### src/rtl/spi_eng_pkg.sv
package spi_eng_pkg;
    typedef enum logic [1:0] {
        ST_IDLE,
        ST_LEAD,
        ST_XFER,
        ST_TRAIL
    } eng_state_t;

    typedef struct packed {
        logic lsb_first;
        logic cpha;
        logic cpol;
        logic loopback;
        logic sel_pol;
    } eng_cfg_t;
endpackage

### src/rtl/spi_eng_tick.sv
module spi_eng_tick #(
    parameter int DIV_W = 8
) (
    input  logic             clk,
    input  logic             rst_n,
    input  logic             run_i,
    input  logic [DIV_W-1:0] div_i,
    output logic             tick_o
);
    logic [DIV_W-1:0] cnt_q;

    assign tick_o = run_i && (cnt_q == div_i);

    always_ff @(posedge clk or negedge rst_n) begin
        if (!rst_n)
            cnt_q <= '0;
        else if (!run_i || tick_o)
            cnt_q <= '0;
        else
            cnt_q <= cnt_q + 1'b1;
    end
endmodule

### src/rtl/spi_eng_shifter.sv
module spi_eng_shifter #(
    parameter int FRAME_W = 8,
    parameter int EW      = 4
) (
    input  logic               clk,
    input  logic               rst_n,
    input  logic               load_i,
    input  logic [FRAME_W-1:0] tx_i,
    input  logic               lsb_i,
    input  logic               cpha_i,
    input  logic               loop_i,
    input  logic               edge_i,
    input  logic [EW-1:0]      edge_idx_i,
    input  logic               miso_i,
    output logic               mosi_o,
    output logic [FRAME_W-1:0] rx_o
);
    logic [FRAME_W-1:0] tx_sh, rx_sh, tx_rev, rx_rev;
    logic sample_edge, shift_edge, rx_bit;

    generate
        for (genvar i = 0; i < FRAME_W; i++) begin : g_rev
            assign tx_rev[i] = tx_i[FRAME_W-1-i];
            assign rx_rev[i] = rx_sh[FRAME_W-1-i];
        end
    endgenerate

    assign mosi_o      = tx_sh[FRAME_W-1];
    assign rx_bit      = loop_i ? tx_sh[FRAME_W-1] : miso_i;
    assign sample_edge = edge_i && (edge_idx_i[0] == cpha_i);
    assign shift_edge  = edge_i && (edge_idx_i[0] != cpha_i) && (edge_idx_i != '0);
    assign rx_o        = lsb_i ? rx_rev : rx_sh;

    always_ff @(posedge clk or negedge rst_n) begin
        if (!rst_n) begin
            tx_sh <= '0;
            rx_sh <= '0;
        end else if (load_i) begin
            tx_sh <= lsb_i ? tx_rev : tx_i;
            rx_sh <= '0;
        end else begin
            if (sample_edge) rx_sh <= {rx_sh[FRAME_W-2:0], rx_bit};
            if (shift_edge)  tx_sh <= {tx_sh[FRAME_W-2:0], 1'b0};
        end
    end
endmodule

### src/rtl/spi_master_engine.sv
module spi_master_engine
    import spi_eng_pkg::*;
#(
    parameter int FRAME_W = 8,
    parameter int DIV_W   = 8
) (
    input  logic               clk,
    input  logic               rst_n,
    input  logic               cfg_enable,
    input  logic               cfg_lsb_first,
    input  logic               cfg_cpha,
    input  logic               cfg_cpol,
    input  logic               cfg_loopback,
    input  logic               cfg_sel_pol,
    input  logic [DIV_W-1:0]   div_i,
    input  logic               start_i,
    input  logic [FRAME_W-1:0] tx_data_i,
    output logic [FRAME_W-1:0] rx_data_o,
    output logic               done_o,
    output logic               busy_o,
    output logic               idle_o,
    output logic               sck_o,
    output logic               mosi_o,
    input  logic               miso_i,
    output logic               sel_o
);
    localparam int EDGES = 2 * FRAME_W;
    localparam int EW    = $clog2(EDGES);

    eng_state_t         state_q, state_d;
    eng_cfg_t           lat_q;
    logic [EW-1:0]      edge_q;
    logic               sck_q, done_q, tick, edge_stb, load;
    logic [FRAME_W-1:0] rx_q, rx_w;

    assign load     = (state_q == ST_IDLE) && start_i && cfg_enable;
    assign edge_stb = tick && ((state_q == ST_LEAD) || (state_q == ST_XFER));

    spi_eng_tick #(.DIV_W(DIV_W)) u_tick (
        .clk(clk), .rst_n(rst_n), .run_i(busy_o), .div_i(div_i), .tick_o(tick)
    );

    spi_eng_shifter #(.FRAME_W(FRAME_W), .EW(EW)) u_shift (
        .clk(clk), .rst_n(rst_n), .load_i(load), .tx_i(tx_data_i),
        .lsb_i(load ? cfg_lsb_first : lat_q.lsb_first),
        .cpha_i(lat_q.cpha), .loop_i(lat_q.loopback),
        .edge_i(edge_stb), .edge_idx_i(edge_q), .miso_i(miso_i),
        .mosi_o(mosi_o), .rx_o(rx_w)
    );

    // next-state logic
    always_comb begin
        state_d = state_q;
        unique case (state_q)
            ST_IDLE:  if (start_i) state_d = ST_LEAD;
            ST_LEAD:  if (tick) state_d = ST_XFER;
            ST_XFER:  if (tick && edge_q == EW'(EDGES - 1)) state_d = ST_TRAIL;
            ST_TRAIL: if (tick) state_d = ST_IDLE;
            default:  state_d = ST_IDLE;
        endcase
    end

    // state register
    always_ff @(posedge clk or negedge rst_n) begin
        if (!rst_n)
            state_q <= ST_IDLE;
        else if (!cfg_enable)
            state_q <= ST_IDLE;
        else
            state_q <= state_d;
    end

    // output and datapath registers
    always_ff @(posedge clk or negedge rst_n) begin
        if (!rst_n) begin
            lat_q  <= '0;
            edge_q <= '0;
            sck_q  <= 1'b0;
            done_q <= 1'b0;
            rx_q   <= '0;
        end else if (!cfg_enable) begin
            edge_q <= '0;
            sck_q  <= cfg_cpol;
            done_q <= 1'b0;
        end else begin
            done_q <= 1'b0;
            unique case (state_q)
                ST_IDLE: begin
                    sck_q <= cfg_cpol;
                    if (start_i) begin
                        lat_q  <= '{lsb_first: cfg_lsb_first, cpha: cfg_cpha,
                                    cpol: cfg_cpol, loopback: cfg_loopback,
                                    sel_pol: cfg_sel_pol};
                        edge_q <= '0;
                    end
                end
                ST_LEAD, ST_XFER: begin
                    if (tick) begin
                        sck_q  <= ~sck_q;
                        edge_q <= edge_q + 1'b1;
                    end
                end
                ST_TRAIL: begin
                    if (tick) begin
                        sck_q  <= lat_q.cpol;
                        done_q <= 1'b1;
                        rx_q   <= rx_w;
                    end
                end
                default: ;
            endcase
        end
    end

    assign busy_o    = (state_q != ST_IDLE);
    assign idle_o    = (state_q == ST_IDLE);
    assign done_o    = done_q;
    assign rx_data_o = rx_q;
    assign sck_o     = sck_q;
    assign sel_o     = busy_o ? lat_q.sel_pol : ~cfg_sel_pol;
endmodule

### config.mk
export PLATFORM = sky130hd
export DESIGN_NAME = spi_master_engine
export DESIGN_NICKNAME = d
export VERILOG_FILES = /design/src/rtl/spi_eng_pkg.sv /design/src/rtl/spi_eng_tick.sv /design/src/rtl/spi_eng_shifter.sv /design/src/rtl/spi_master_engine.sv
export SDC_FILE = /design/constraint.sdc
export NUM_CORES = 1
export LEC_CHECK = 0
export ABC_AREA = 1
export BUFFER_PORTS_ARGS = -buffer_cell sky130_fd_sc_hd__buf_2
export CORE_MARGIN = 8
export CORE_UTILIZATION = 45
export CTS_BUF_LIST = sky130_fd_sc_hd__clkbuf_8 sky130_fd_sc_hd__clkbuf_16
export DETAILED_ROUTE_END_ITERATION = 16
export GPL_TIMING_DRIVEN = 0
export PLACE_DENSITY = 0.75
export REMOVE_ABC_BUFFERS = 1
export SLEW_MARGIN = 20
export SYNTH_ARGS = -nofsm -noshare
export SYNTH_HDL_FRONTEND = slang
export SYNTH_SLANG_ARGS = --single-unit
### constraint.sdc
create_clock -name clk -period 3.4 [get_ports clk]
set_input_delay 0 -clock clk [delete_from_list [all_inputs] [get_ports clk]]
set_output_delay 0 -clock clk [all_outputs]
set_load 0.05 [all_outputs]
### Yosys cells after proc, flatten, opt, wreduce, memory -nomap -nowiden

Index checks and enable logic that the tools add are counted.

* $add $sub $neg: 2
* equal/unequal tests: 13
* multiplexer cells: 27
* bitwise gates (word level): 2
* reductions and logical operators: 22

Operators by type and width (number)
* $mux 8: 7
* $mux 4: 3
* $ne 3x3->1 const B: 4
* $mux 2: 5
* $mux 1: 9
* $reduce_and 3->1: 3
* $add 8x1->8 const B: 1
* $eq 8x8->1: 1
* $logic_and 1x1->1: 8
* $pmux 2 s4: 1
* $pmux 4 s2: 1
* $reduce_bool 2->1: 3
* $add 4x1->4 const B: 1
* $eq 2x2->1 const B: 2
* $eq 4x4->1 const B: 1
* $reduce_and 4->1: 1
* $reduce_bool 4->1: 1
* $ne 3x1->1 const B: 1
* $ne 3x2->1 const B: 1
* $pmux 1 s3: 1
* $eq 2x1->1 const B: 1
* $logic_not 2->1: 1
* $logic_or 1x1->1: 2
* $not 1->1: 2
* 5 further kinds: 5

* register bits: 45
* input port bits: 26
* output and inout port bits: 14
* word-level logic and storage cells: 79

### Logic depth before layout (Yosys ltp)

Gate-level depths: netlist of the first run.

* depth after elaboration: 7
* depth in mapped cells: 12
* gate-level depth less buffers: 11

### Cells and area by module

From an unflattened synthesis of the first run, not the netlist that was laid out.

* cells, all modules: 340
* area, all modules: 2603.7 µm²

By module, submodules not included
* spi_master_engine: times used 1, cells an instance 134, area an instance 1129.8 µm², sequential area each 525.5 µm²
* spi_eng_shifter: times used 1, cells an instance 135, area an instance 959.7 µm², sequential area each 400.4 µm²
* spi_eng_tick: times used 1, cells an instance 71, area an instance 514.2 µm², sequential area each 200.2 µm²

### Least setup slack after synthesis of the first run

No wires, ideal clock.

* path kind: flip-flop to output port
* from: register state_q[0]
* to: output sel_o
* data arrival time: 2.730 ns
* data required time: 3.400 ns
* setup slack: 0.670 ns
* stages on the path, launching flop included: 5
* path buffers: 0
* cells stage by stage: dfrtp_1 > inv_1 > ha_1 > inv_1 > o21ai_0

* word-level cells in the longest chain between the ends: 2

RTL lines
* from (decl): RTL line spi_master_engine.sv:30 `eng_state_t state_q, state_d;`
* from (signal assigned): RTL line spi_master_engine.sv:70 `state_q <= state_d;`
* $reduce_bool 2->1: RTL line spi_master_engine.sv:115 `assign busy_o = (state_q != ST_IDLE);`
* net busy_o: RTL line spi_master_engine.sv:20 `output logic busy_o,`
* $mux 1: RTL line spi_master_engine.sv:120 `assign sel_o = busy_o ? lat_q.sel_pol : ~cfg_sel_pol;`
* to (decl): RTL line spi_master_engine.sv:25 `output logic sel_o`

The timed path passes the listed nets, and every way through them passes these cells.

### Final worst setup path of the first run

* from: register state_q[0]
* to: register u_shift.tx_sh[6]

* word-level cells in the longest chain between the ends: 6
* elaborated cells between the ends (all ways): 15
* classes of those cells: eq/ne (2); mux (3); reduce/logical (10)

RTL lines
* $logic_not 2->1 (tied with other cells): RTL line spi_master_engine.sv:36 `assign load = (state_q == ST_IDLE) && start_i && cfg_enable;`
* $logic_and 1x1->1 (tied with other cells): RTL line spi_master_engine.sv:36
* $logic_and 1x1->1 (on tied branches): RTL line spi_master_engine.sv:36, spi_master_engine.sv:37
* $mux 1 or $logic_and 1x1->1 (tied branches): RTL line spi_master_engine.sv:45, spi_eng_shifter.sv:31
* $mux 8 or $logic_and 1x1->1 (tied branches): RTL line spi_eng_shifter.sv:39, spi_eng_shifter.sv:31
* $mux 8 or $reduce_bool 2->1 (tied branches)
* to (signal assigned): RTL line spi_eng_shifter.sv:39 `tx_sh <= lsb_i ? tx_rev : tx_i;`
* to (signal assigned): RTL line spi_eng_shifter.sv:43 `if (shift_edge) tx_sh <= {tx_sh[FRAME_W-2:0], 1'b0};`
* to (decl): RTL line spi_eng_shifter.sv:18 `logic [FRAME_W-1:0] tx_sh, rx_sh, tx_rev, rx_rev;`

Parallel ways exist; a longest one is shown, timed or not.
A chain may end at the register's enable or synchronous reset.

==> results.sh, run 1 <==
export IMPL_hold_class="input port to flop"
export IMPL_fin_skew_ns=0.00630
export IMPL_grt_pass1_vias=2005
export IMPL_tightest_slew_ns=0.569
export IMPL_finalPower_mw=1.80
export IMPL_worstPathMaxFanout=20
export IMPL_grt_max_degree=46
export IMPL_slew_viol_final=0
export IMPL_root_buffer="clkbuf_8"
export IMPL_netlist_cell_type_count=28
export IMPL_cts_sinks=45
export IMPL_cts_max_level=2
export IMPL_seq_area_frac_synth=0.463
export IMPL_syn_area_per_cell_um2=7.87
export IMPL_synthToLayoutAreaGrowth_pct=16.1
export IMPL_yosysTopAreaCell="dfrtp_1"
export IMPL_final_area_mm2=0.00282
export IMPL_grt_usage=0.136
export IMPL_synthArstFlopShare=1.00
export IMPL_fp_dieW_um=89.5
export IMPL_setup_viol=0
export IMPL_hold_violations=0
export IMPL_rsz0062_at_grt="false"
export IMPL_netlist_instances=309
export IMPL_synth_edff_count=0
export IMPL_fin_nets=386
export IMPL_rrSetupSlack_ns=0.93
export IMPL_design_core_area_mm2=0.00517
export IMPL_clock_latency_ns=0.30
export IMPL_startpoint_type="flop"
export IMPL_cts_tree="yes"
export IMPL_endpoint_kind="flop"
export IMPL_slew_headroom=0.621
export IMPL_path_class="flop to flop"
export IMPL_antenna_found_initial=0
export IMPL_hold_end="u_shift.tx_sh[0]$_DFFE_PN0P_"
export IMPL_period_share=0.727
export IMPL_die_area_mm2=0.00801
export IMPL_numCtsBuffers=5
export IMPL_worstHoldStart="tx_data_i[0]"
export IMPL_yosys_top_cells_area="dfrtp_1 46%, nand2_1 13%, inv_1 6.8%, o21ai_0 6.6%, ha_1 3.6%"
export IMPL_layout_setup_ws_ns=0.928
export IMPL_diodes=0
export IMPL_place_hpwl_um=3670
export IMPL_p_leak_nw=1.44
export IMPL_synthFlopType="dfrtp_1"
export IMPL_grt_first_pass_wirelength_um=8580
export IMPL_remaining_drc_errors=0
export IMPL_status="completed"
export IMPL_postRouteWirelength_um=4990
export IMPL_use_met1=0.161
export IMPL_r2r_start="state_q[0]$_DFFE_PN0P_"
export IMPL_wl_per_cell_um=11.8
export IMPL_maxCapViolCount=0
export IMPL_gp_congestion=0.864
export IMPL_met3_usage=0.0285
export IMPL_drt_iter0_drc=53
export IMPL_tns_ns=0
export IMPL_busiest_layer="met2"
export IMPL_dpl_cell_area_mm2=0.00267
export IMPL_vdd_drop_max_v=0.000328
export IMPL_vias=2070
export IMPL_netlist_top_cells_count="83 x nand2_1, 45 x dfrtp_1, 44 x inv_1, 32 x o21ai_0, 22 x nor2_1"
export IMPL_p_per_area_mw_per_mm2=637
export IMPL_cts_buffer_depth=2
export IMPL_port_buffers=39
export IMPL_ios=40
export IMPL_die_y_um=89.5
export IMPL_overflow=0
export IMPL_fmax_mhz=404
export IMPL_worstReg2RegEnd="u_shift.tx_sh[6]$_DFFE_PN0P_"
export IMPL_grt_util_met2=0.234
export IMPL_preCtsSetupSlack_ns=0.914
export IMPL_cts_resized_gates=0
export IMPL_num_rows=26
export IMPL_ant_nets=0
export IMPL_crit_arrival_ns=2.67
export IMPL_drtPass1Iterations=4
export IMPL_yosysWarnings=0
export IMPL_clkTransAtPathRegs_ns=0.08
export IMPL_synth_seq_cells=45
export IMPL_drive_gt1_frac=0.181
export IMPL_synth_top_area_share=0.463
export IMPL_critPathRequiredTime_ns=3.60
export IMPL_avgViaCountPerCell=4.89
export IMPL_min_period_ns=2.47
export IMPL_yosys_cell_count_top_type="nand2_1"
export IMPL_min_path_cells=3
export IMPL_initial_utilization=0.470
export IMPL_ff2ff_path_depth=11
export IMPL_syn_cell_area_mm2=0.00243
## state kept, by name, summed over array words and instances (netlist names)
register,cells
rx_data_o,8
u_shift.rx_sh,8
u_shift.tx_sh,8
u_tick.cnt_q,8
lat_q,5
edge_q,4
state_q,2
done_o,1
sck_o,1
## per-stage QoR
step	std cells	hold WS, ns	utilization
detailed placement	411	0.197	0.515
global route	423	0.0621	0.546
finish	423	0.0430	0.546
floorplan	302	-0.296	-
global placement	411	0.196	0.515
CTS	423	0.0390	0.545
## per-layer routing
metal  up-vias  share of wire
met1       952           0.45
met5         -              0
met3         8          0.043
li1       1078              -
met2        32           0.49
met4         0          0.015
## area by class of cell
type	instances	area, um2
fillers	506	2350
flip-flops and latches	45	1130
multi-input cells	211	1080
repair buffers	44	248
inverters	46	173
well taps	70	87.6
clock buffers	5	68.8
clock inverters	2	35.0
## placed cells by master (no fill, tap or decap), types with 2 or more instances in the layout
cell type	netlist	final
nor3_1	4	4
dlygate4sd3_1	0	5
nor2_2	2	2
nand3_4	2	2
a21oi_1	6	6
xnor2_1	4	4
nand2_1	83	83
ha_1	7	7
o22ai_1	14	14
buf_2	5	38
inv_2	2	2
o21ai_0	32	32
o21ai_2	2	2
nor2_1	22	22
clkbuf_8	0	5
nand4_1	2	2
nor3b_1	2	2
nand3_1	7	7
o21ai_1	9	9
nand2_2	7	7
dfrtp_1	45	45
inv_1	44	44
## how the worst max path moves through the flow
stage | startpoint | endpoint | slack, ns | depth (start not counted)
after CTS | state_q[0]$_DFFE_PN0P_ | u_shift.tx_sh[6]$_DFFE_PN0P_ | 0.91 | 11
final | state_q[0]$_DFFE_PN0P_ | u_shift.tx_sh[6]$_DFFE_PN0P_ | 0.93 | 11
after global placement | state_q[0]$_DFFE_PN0P_ | u_shift.tx_sh[7]$_DFFE_PN0P_ | 1.00 | 11
after global routing | state_q[1]$_DFFE_PN0P_ | u_shift.tx_sh[6]$_DFFE_PN0P_ | 0.62 | 11
after detailed placement | state_q[0]$_DFFE_PN0P_ | u_shift.tx_sh[6]$_DFFE_PN0P_ | 0.91 | 11
after floorplan | state_q[0]$_DFFE_PN0P_ | sel_o | 0.67 | 4
## power by group
part	total [mW]	switching, mW	internal [mW]
combinational	0.708	0.496	0.212
clock	0.389	0.176	0.214
sequential	0.701	0.0629	0.638
## worst max-delay path, stage by stage (launching register included)
cell,delay (ns)
dfrtp_1,0.41
inv_1,0.09
ha_1,0.28
nand3_4,0.20
inv_1,0.48
nand2_1,0.13
nand2_2,0.24
inv_2,0.15
nor2_1,0.14
o22ai_1,0.10
nand2_2,0.10
o21ai_2,0.05
## cells by family (layout without fill, tap and decap cells)
family | after synthesis | after routing | synth area share
simple gates | 134 | 134 | 0.245
buf+inv | 53 | 97 | 0.0906
compound gates | 65 | 65 | 0.147
fa+ha+maj | 7 | 7 | 0.0360
xor+xnor | 5 | 5 | 0.0180
flops | 45 | 45 | 0.463
## repair_timing
action                     in CTS  in global routing
setup buffers                   0                  0
setup endpoints to repair       0                  0
hold buffers                    5                  0
hold endpoints to repair       49                  0
Note: power is estimated with default switching activity, not from simulation.
==> run 2: changes to the inputs <==
--- a/config.mk
+++ b/config.mk
@@ -5,7 +5,7 @@
 export SDC_FILE = /design/constraint.sdc
 export NUM_CORES = 1
 export LEC_CHECK = 0
-export ABC_AREA = 1
+export ABC_AREA = 0
 export BUFFER_PORTS_ARGS = -buffer_cell sky130_fd_sc_hd__buf_2
 export CORE_MARGIN = 8
 export CORE_UTILIZATION = 45
==> constraint.sdc (replaced) <==
create_clock -name clk -period 2.5 [get_ports clk]
set_input_delay 0 -clock clk [delete_from_list [all_inputs] [get_ports clk]]
set_output_delay 0 -clock clk [all_outputs]
set_load 0.05 [all_outputs]
==> run 2 against run 1 <==
  * Combinational power is 33% higher
  * Utilization increased by 3.4 points
  * Via count down 10%
  * Wire length increased by 3.0%
  * First-iteration DRC count increased by 68%
  * Register-to-register slack lost 0.78 ns
  * Count of clock-buffer cells in the layout stayed put
  * Clock power rose by 21%
  * Sequential share of layout area decreased by 2.3 points
  * Synthesized cell count shrank 28%
  * Die area barely moved
==> results.sh, run 2 <==
export IMPL_synthToLayoutAreaGrowth_pct=23.5
export IMPL_cts_buffer_depth=2
export IMPL_design_core_area_mm2=0.00517
export IMPL_die_area_mm2=0.00800
export IMPL_fin_skew_ns=0.0101
export IMPL_numCtsBuffers=5
export IMPL_ios=40
export IMPL_path_class="flop to flop"
export IMPL_synthArstFlopShare=1.00
export IMPL_hold_violations=0
export IMPL_slew_viol_final=0
export IMPL_preCtsSetupSlack_ns=-0.582
export IMPL_syn_area_per_cell_um2=10.8
export IMPL_die_y_um=89.5
export IMPL_antenna_found_initial=0
export IMPL_postRouteWirelength_um=5140
export IMPL_status="completed"
export IMPL_whs_ns=0.0496
export IMPL_syn_cell_area_mm2=0.00243
export IMPL_finalPower_mw=2.39
export IMPL_yosys_cell_count_top_type="dfrtp_1"
export IMPL_crit_arrival_ns=2.55
export IMPL_yosysWarnings=0
export IMPL_fin_nets=312
export IMPL_initial_utilization=0.470
export IMPL_fp_dieW_um=89.5
export IMPL_avgViaCountPerCell=5.32
export IMPL_remaining_drc_errors=0
export IMPL_root_buffer="clkbuf_8"
export IMPL_place_hpwl_um=3490
export IMPL_drtPass1Iterations=4
export IMPL_min_period_ns=2.36
export IMPL_worstPathMaxFanout=29
export IMPL_grt_usage=0.141
export IMPL_cts_sinks=45
export IMPL_drive_gt1_frac=0.289
export IMPL_yosysTopAreaCell="dfrtp_1"
export IMPL_layout_setup_ws_ns=0.144
export IMPL_maxCapViolCount=0
export IMPL_final_cell_mix="45 x dfrtp_1, 38 x buf_2, 23 x nand2_1, 20 x mux2_2, 14 x dlygate4sd3_1"
export IMPL_final_area_mm2=0.00300
export IMPL_cts_tree="yes"
export IMPL_netlist_top_cells_count="45 x dfrtp_1, 23 x nand2_1, 20 x mux2_2, 13 x mux2i_1, 12 x o21ai_0"
export IMPL_netlist_instances=224
export IMPL_gp_congestion=0.830
export IMPL_clkTransAtPathRegs_ns=0.09
export IMPL_rsz0062_at_grt="true"
export IMPL_vdd_drop_max_v=0.000439
export IMPL_overflow=0
export IMPL_synth_edff_count=0
export IMPL_slew_headroom=0.592
export IMPL_drt_iter0_drc=89
export IMPL_fmax_mhz=424
export IMPL_rrSetupSlack_ns=0.14
export IMPL_ant_nets=0
export IMPL_grt_first_pass_wirelength_um=8820
export IMPL_dpl_cell_area_mm2=0.00268
export IMPL_cts_max_level=2
export IMPL_p_per_area_mw_per_mm2=797
export IMPL_endpoint_kind="flop"
export IMPL_wl_per_cell_um=14.7
export IMPL_period_share=0.942
export IMPL_setup_viol=0
export IMPL_yosys_top_cells_area="dfrtp_1 46%, mux2_2 9.3%, mux2i_1 5.4%, ha_1 3.6%, nand2_1 3.6%"
export IMPL_synthFlopType="dfrtp_1"
export IMPL_synth_top_area_share=0.464
export IMPL_grt_max_degree=46
export IMPL_num_rows=26
export IMPL_netlist_cell_type_count=37
export IMPL_layout_commonest_cell="dfrtp_1"
export IMPL_grt_pass1_vias=1942
export IMPL_startpoint_type="flop"
export IMPL_port_buffers=39
export IMPL_seq_area_frac_synth=0.464
export IMPL_diodes=0
export IMPL_critPathRequiredTime_ns=2.69
export IMPL_tightest_slew_ns=0.608
export IMPL_hold_class="input port to flop"
export IMPL_vias=1863
export IMPL_clock_latency_ns=0.31
export IMPL_p_leak_nw=1.37
export IMPL_synth_seq_cells=45
[run 2: where the power goes]
part	switching, mW	internal (mW)	total [mW]
Clock	0.269	0.202	0.471
Sequential	0.107	0.868	0.975
Combinational	0.613	0.332	0.944
[run 2: layout make-up]
cell class / count / area (um2)
clock inverters: 3 / 25.0
flip-flops and latches: 45 / 1130
multi-input cells: 163 / 1290
clock buffers: 5 / 68.8
repair buffers: 55 / 365
fillers: 452 / 2170
inverters: 9 / 33.8
well taps: 70 / 87.6
[run 2: logic make-up after synthesis]
family / share of synthesized area
buf+inv: 0.0273
simple gates: 0.149
compound gates: 0.109
mux: 0.152
xor+xnor: 0.0634
flops: 0.464
fa+ha+maj: 0.0361
[run 2: worst paths after layout]
path	startpoint	endpoint	depth (start not counted)
min	miso_i	u_shift.rx_sh[0]$_DFFE_PN0P_	3
min reg2reg	rx_data_o[0]$_DFFE_PN0P_	rx_data_o[0]$_DFFE_PN0P_	1
max reg2reg	state_q[0]$_DFFE_PN0P_	rx_data_o[6]$_DFFE_PN0P_	6
max in group asynchronous	rst_n	rx_data_o[6]$_DFFE_PN0P_	2
max	state_q[0]$_DFFE_PN0P_	rx_data_o[6]$_DFFE_PN0P_	6
min in group asynchronous	rst_n	u_shift.tx_sh[1]$_DFFE_PN0P_	2
[run 2: critical path: stages (launching register included)]
cell	delay [ns]
dfrtp_1	0.43
inv_1	0.10
ha_1	0.37
nand3_4	0.35
mux2i_4	0.35
mux2_2	0.37
mux2_2	0.26
[run 2: what timing repair did]
| action | 4_1_cts | 5_1_grt |
|---|---|---|
| pin swaps | 1 | 2 |
| cloned | 0 | 1 |
| setup endpoints to repair | 20 | 19 |
| resized for setup | 5 | 2 |
| hold endpoints to repair | 58 | 0 |
| hold buffers | 14 | 0 |
| buffers inserted | 1 | 1 |
[run 2: metrics by stage]
step,util,TNS (ns),std cells
after global routing,0.580,-0.0134,350
after floorplan,-,-7.90,216
after detailed placement,0.518,-6.21,325
final,0.580,0,350
after global placement,0.518,-5.14,325
after CTS,0.570,0,348
[run 2: per-layer routing]
metal | GRT usage | part of all wire
met1 | 0.174 | 0.45
met2 | 0.232 | 0.48
met3 | 0.0340 | 0.050
met4 | 0.0498 | 0.014
met5 | 0 | 0
==> run 3: changes to the inputs <==
--- a/config.mk
+++ b/config.mk
@@ -6,13 +6,13 @@
 export NUM_CORES = 1
 export LEC_CHECK = 0
 export ABC_AREA = 0
-export BUFFER_PORTS_ARGS = -buffer_cell sky130_fd_sc_hd__buf_2
 export CORE_MARGIN = 8
 export CORE_UTILIZATION = 45
 export CTS_BUF_LIST = sky130_fd_sc_hd__clkbuf_8 sky130_fd_sc_hd__clkbuf_16
 export DETAILED_ROUTE_END_ITERATION = 16
+export DONT_BUFFER_PORTS = 1
 export GPL_TIMING_DRIVEN = 0
-export PLACE_DENSITY = 0.75
+export PLACE_DENSITY = 0.69
 export REMOVE_ABC_BUFFERS = 1
 export SLEW_MARGIN = 20
 export SYNTH_ARGS = -nofsm -noshare
==> run 3 against run 2 <==
  * The flow now finishes with violations (hold timing)
  * Wire length is 0.31% higher
  * Die area stayed put
  * Utilization is 2.8 points lower
  * Clock skew is 0.0017 ns lower
  * Combinational power is 5.9% lower
==> results.sh, run 3 (same netlist as run 2, synthesis figures left out) <==
export IMPL_clock_latency_ns=0.30
export IMPL_gp_congestion=0.790
export IMPL_post_route_util=0.552
export IMPL_drive_gt1_frac=0.171
export IMPL_min_path_cells=3
export IMPL_path_class="flop to flop"
export IMPL_dp_cells=286
export IMPL_crit_arrival_ns=2.56
export IMPL_grt_max_degree=46
export IMPL_ant_nets=0
export IMPL_p_leak_nw=1.23
export IMPL_wl_per_cell_um=16.3
export IMPL_cts_buffer_depth=2
export IMPL_initial_utilization=0.470
export IMPL_finalPower_mw=2.37
export IMPL_hold_violations=1
export IMPL_final_cell_mix="45 x dfrtp_1, 23 x nand2_1, 20 x mux2_2, 19 x dlygate4sd3_1, 13 x mux2i_1"
export IMPL_cts_tree="yes"
export IMPL_worstReg2RegEnd="rx_data_o[6]$_DFFE_PN0P_"
export IMPL_grt_pass1_vias=1775
export IMPL_fp_dieW_um=89.5
export IMPL_endpoint_kind="flop"
export IMPL_synthToLayoutAreaGrowth_pct=17.5
export IMPL_drtPass1Iterations=4
export IMPL_die_y_um=89.5
export IMPL_final_instance_count_excl_fill=316
export IMPL_grt_first_pass_wirelength_um=8580
export IMPL_num_rows=26
export IMPL_hold_end="u_shift.tx_sh[6]$_DFFE_PN0P_"
export IMPL_antenna_found_initial=0
export IMPL_whs_ns=-0.00318
export IMPL_worstPathMaxFanout=14
export IMPL_setup_viol=0
export IMPL_min_period_ns=2.36
export IMPL_clkTransAtPathRegs_ns=0.09
export IMPL_ff2ff_path_depth=6
export IMPL_diodes=0
export IMPL_hold_class="input port to flop"
export IMPL_rsz0062_at_grt="false"
export IMPL_fin_nets=278
export IMPL_rrSetupSlack_ns=0.14
export IMPL_slew_viol_final=0
export IMPL_ios=40
export IMPL_tightest_slew_ns=0.997
export IMPL_layout_commonest_cell="dfrtp_1"
export IMPL_grt_usage=0.140
export IMPL_p_per_area_mw_per_mm2=829
export IMPL_overflow=0
export IMPL_vias=1741
export IMPL_cts_sinks=45
export IMPL_postRouteWirelength_um=5160
export IMPL_critPathRequiredTime_ns=2.69
export IMPL_fin_skew_ns=0.00840
export IMPL_maxCapViolCount=0
export IMPL_vdd_drop_max_v=0.000676
export IMPL_numCtsBuffers=5
export IMPL_root_buffer="clkbuf_8"
export IMPL_period_share=0.945
export IMPL_cts_max_level=2
export IMPL_remaining_drc_errors=0
export IMPL_drt_iter0_drc=55
export IMPL_status="complete, but fails checks"
export IMPL_die_area_mm2=0.00800
export IMPL_r2r_start="state_q[0]$_DFFE_PN0P_"
export IMPL_design_core_area_mm2=0.00517
export IMPL_avgViaCountPerCell=5.51
export IMPL_startpoint_type="flop"
export IMPL_worstHoldStart="cfg_lsb_first"
export IMPL_fmax_mhz=423
export IMPL_place_hpwl_um=3270
export IMPL_slew_headroom=0.331
export IMPL_violations="hold timing"
export IMPL_port_buffers=0
-- run 3: repair_timing --
action	CTS	global route
gates cloned	1	0
hold buffers	20	0
resized for setup	9	0
pin swaps	2	1
endpoints found under the hold margin	67	0
setup buffers	1	0
endpoints found under the setup margin	41	1
-- run 3: report_power, final --
group	internal, mW	switching, mW	total [mW]
clock	0.193	0.254	0.447
sequential	0.867	0.163	1.03
combinational	0.334	0.554	0.888
total	1.39	0.971	2.37
-- run 3: area by class of cell --
class	count	area, um2
fill	436	2320
multi-input combinational	163	1290
clock inverter	3	18.8
tap	70	87.6
timing repair buffer	21	225
inverter	9	38.8
clock buffer	5	68.8
sequential	45	1130
-- run 3: layer usage --
metal,GRT usage,share of wire,up-vias
met4,0.0423,0.011,0
met3,0.0414,0.059,9
li1,-,-,840
met5,0,0,-
met2,0.225,0.47,41
met1,0.177,0.46,851
-- run 3: worst max-delay path, cell delays in order (launching register included) --
cell and delay, ns:
dfrtp_1 0.43, inv_1 0.14, ha_4 0.35, nand3_4 0.27
mux2i_4 0.42, mux2_2 0.39, mux2_2 0.26
-- run 3: how the worst max path moves through the flow --
stage	startpoint	endpoint	cells past startpoint
2_1_floorplan	state_q[0]$_DFFE_PN0P_	rx_data_o[0]$_DFFE_PN0P_	7
3_3_place_gp	state_q[0]$_DFFE_PN0P_	rx_data_o[3]$_DFFE_PN0P_	7
3_5_place_dp	state_q[0]$_DFFE_PN0P_	rx_data_o[4]$_DFFE_PN0P_	7
4_1_cts	state_q[0]$_DFFE_PN0P_	u_shift.tx_sh[7]$_DFFE_PN0P_	7
5_1_grt	state_q[0]$_DFFE_PN0P_	rx_data_o[0]$_DFFE_PN0P_	6
6_report	state_q[0]$_DFFE_PN0P_	rx_data_o[6]$_DFFE_PN0P_	6
-- run 3: through the flow --
| step | worst slack [ns] | instance area (um2) | TNS (ns) |
|---|---|---|---|
| 3_3_place_gp | -1.07 | 2480 | -22.81 |
| 6_report | 0.137 | 2850 | 0 |
| 3_5_place_dp | -1.13 | 2480 | -24.44 |
| 2_1_floorplan | -0.537 | 2400 | -7.90 |
| 5_1_grt | 0.0286 | 2850 | 0 |
| 4_1_cts | 0.126 | 2850 | 0 |
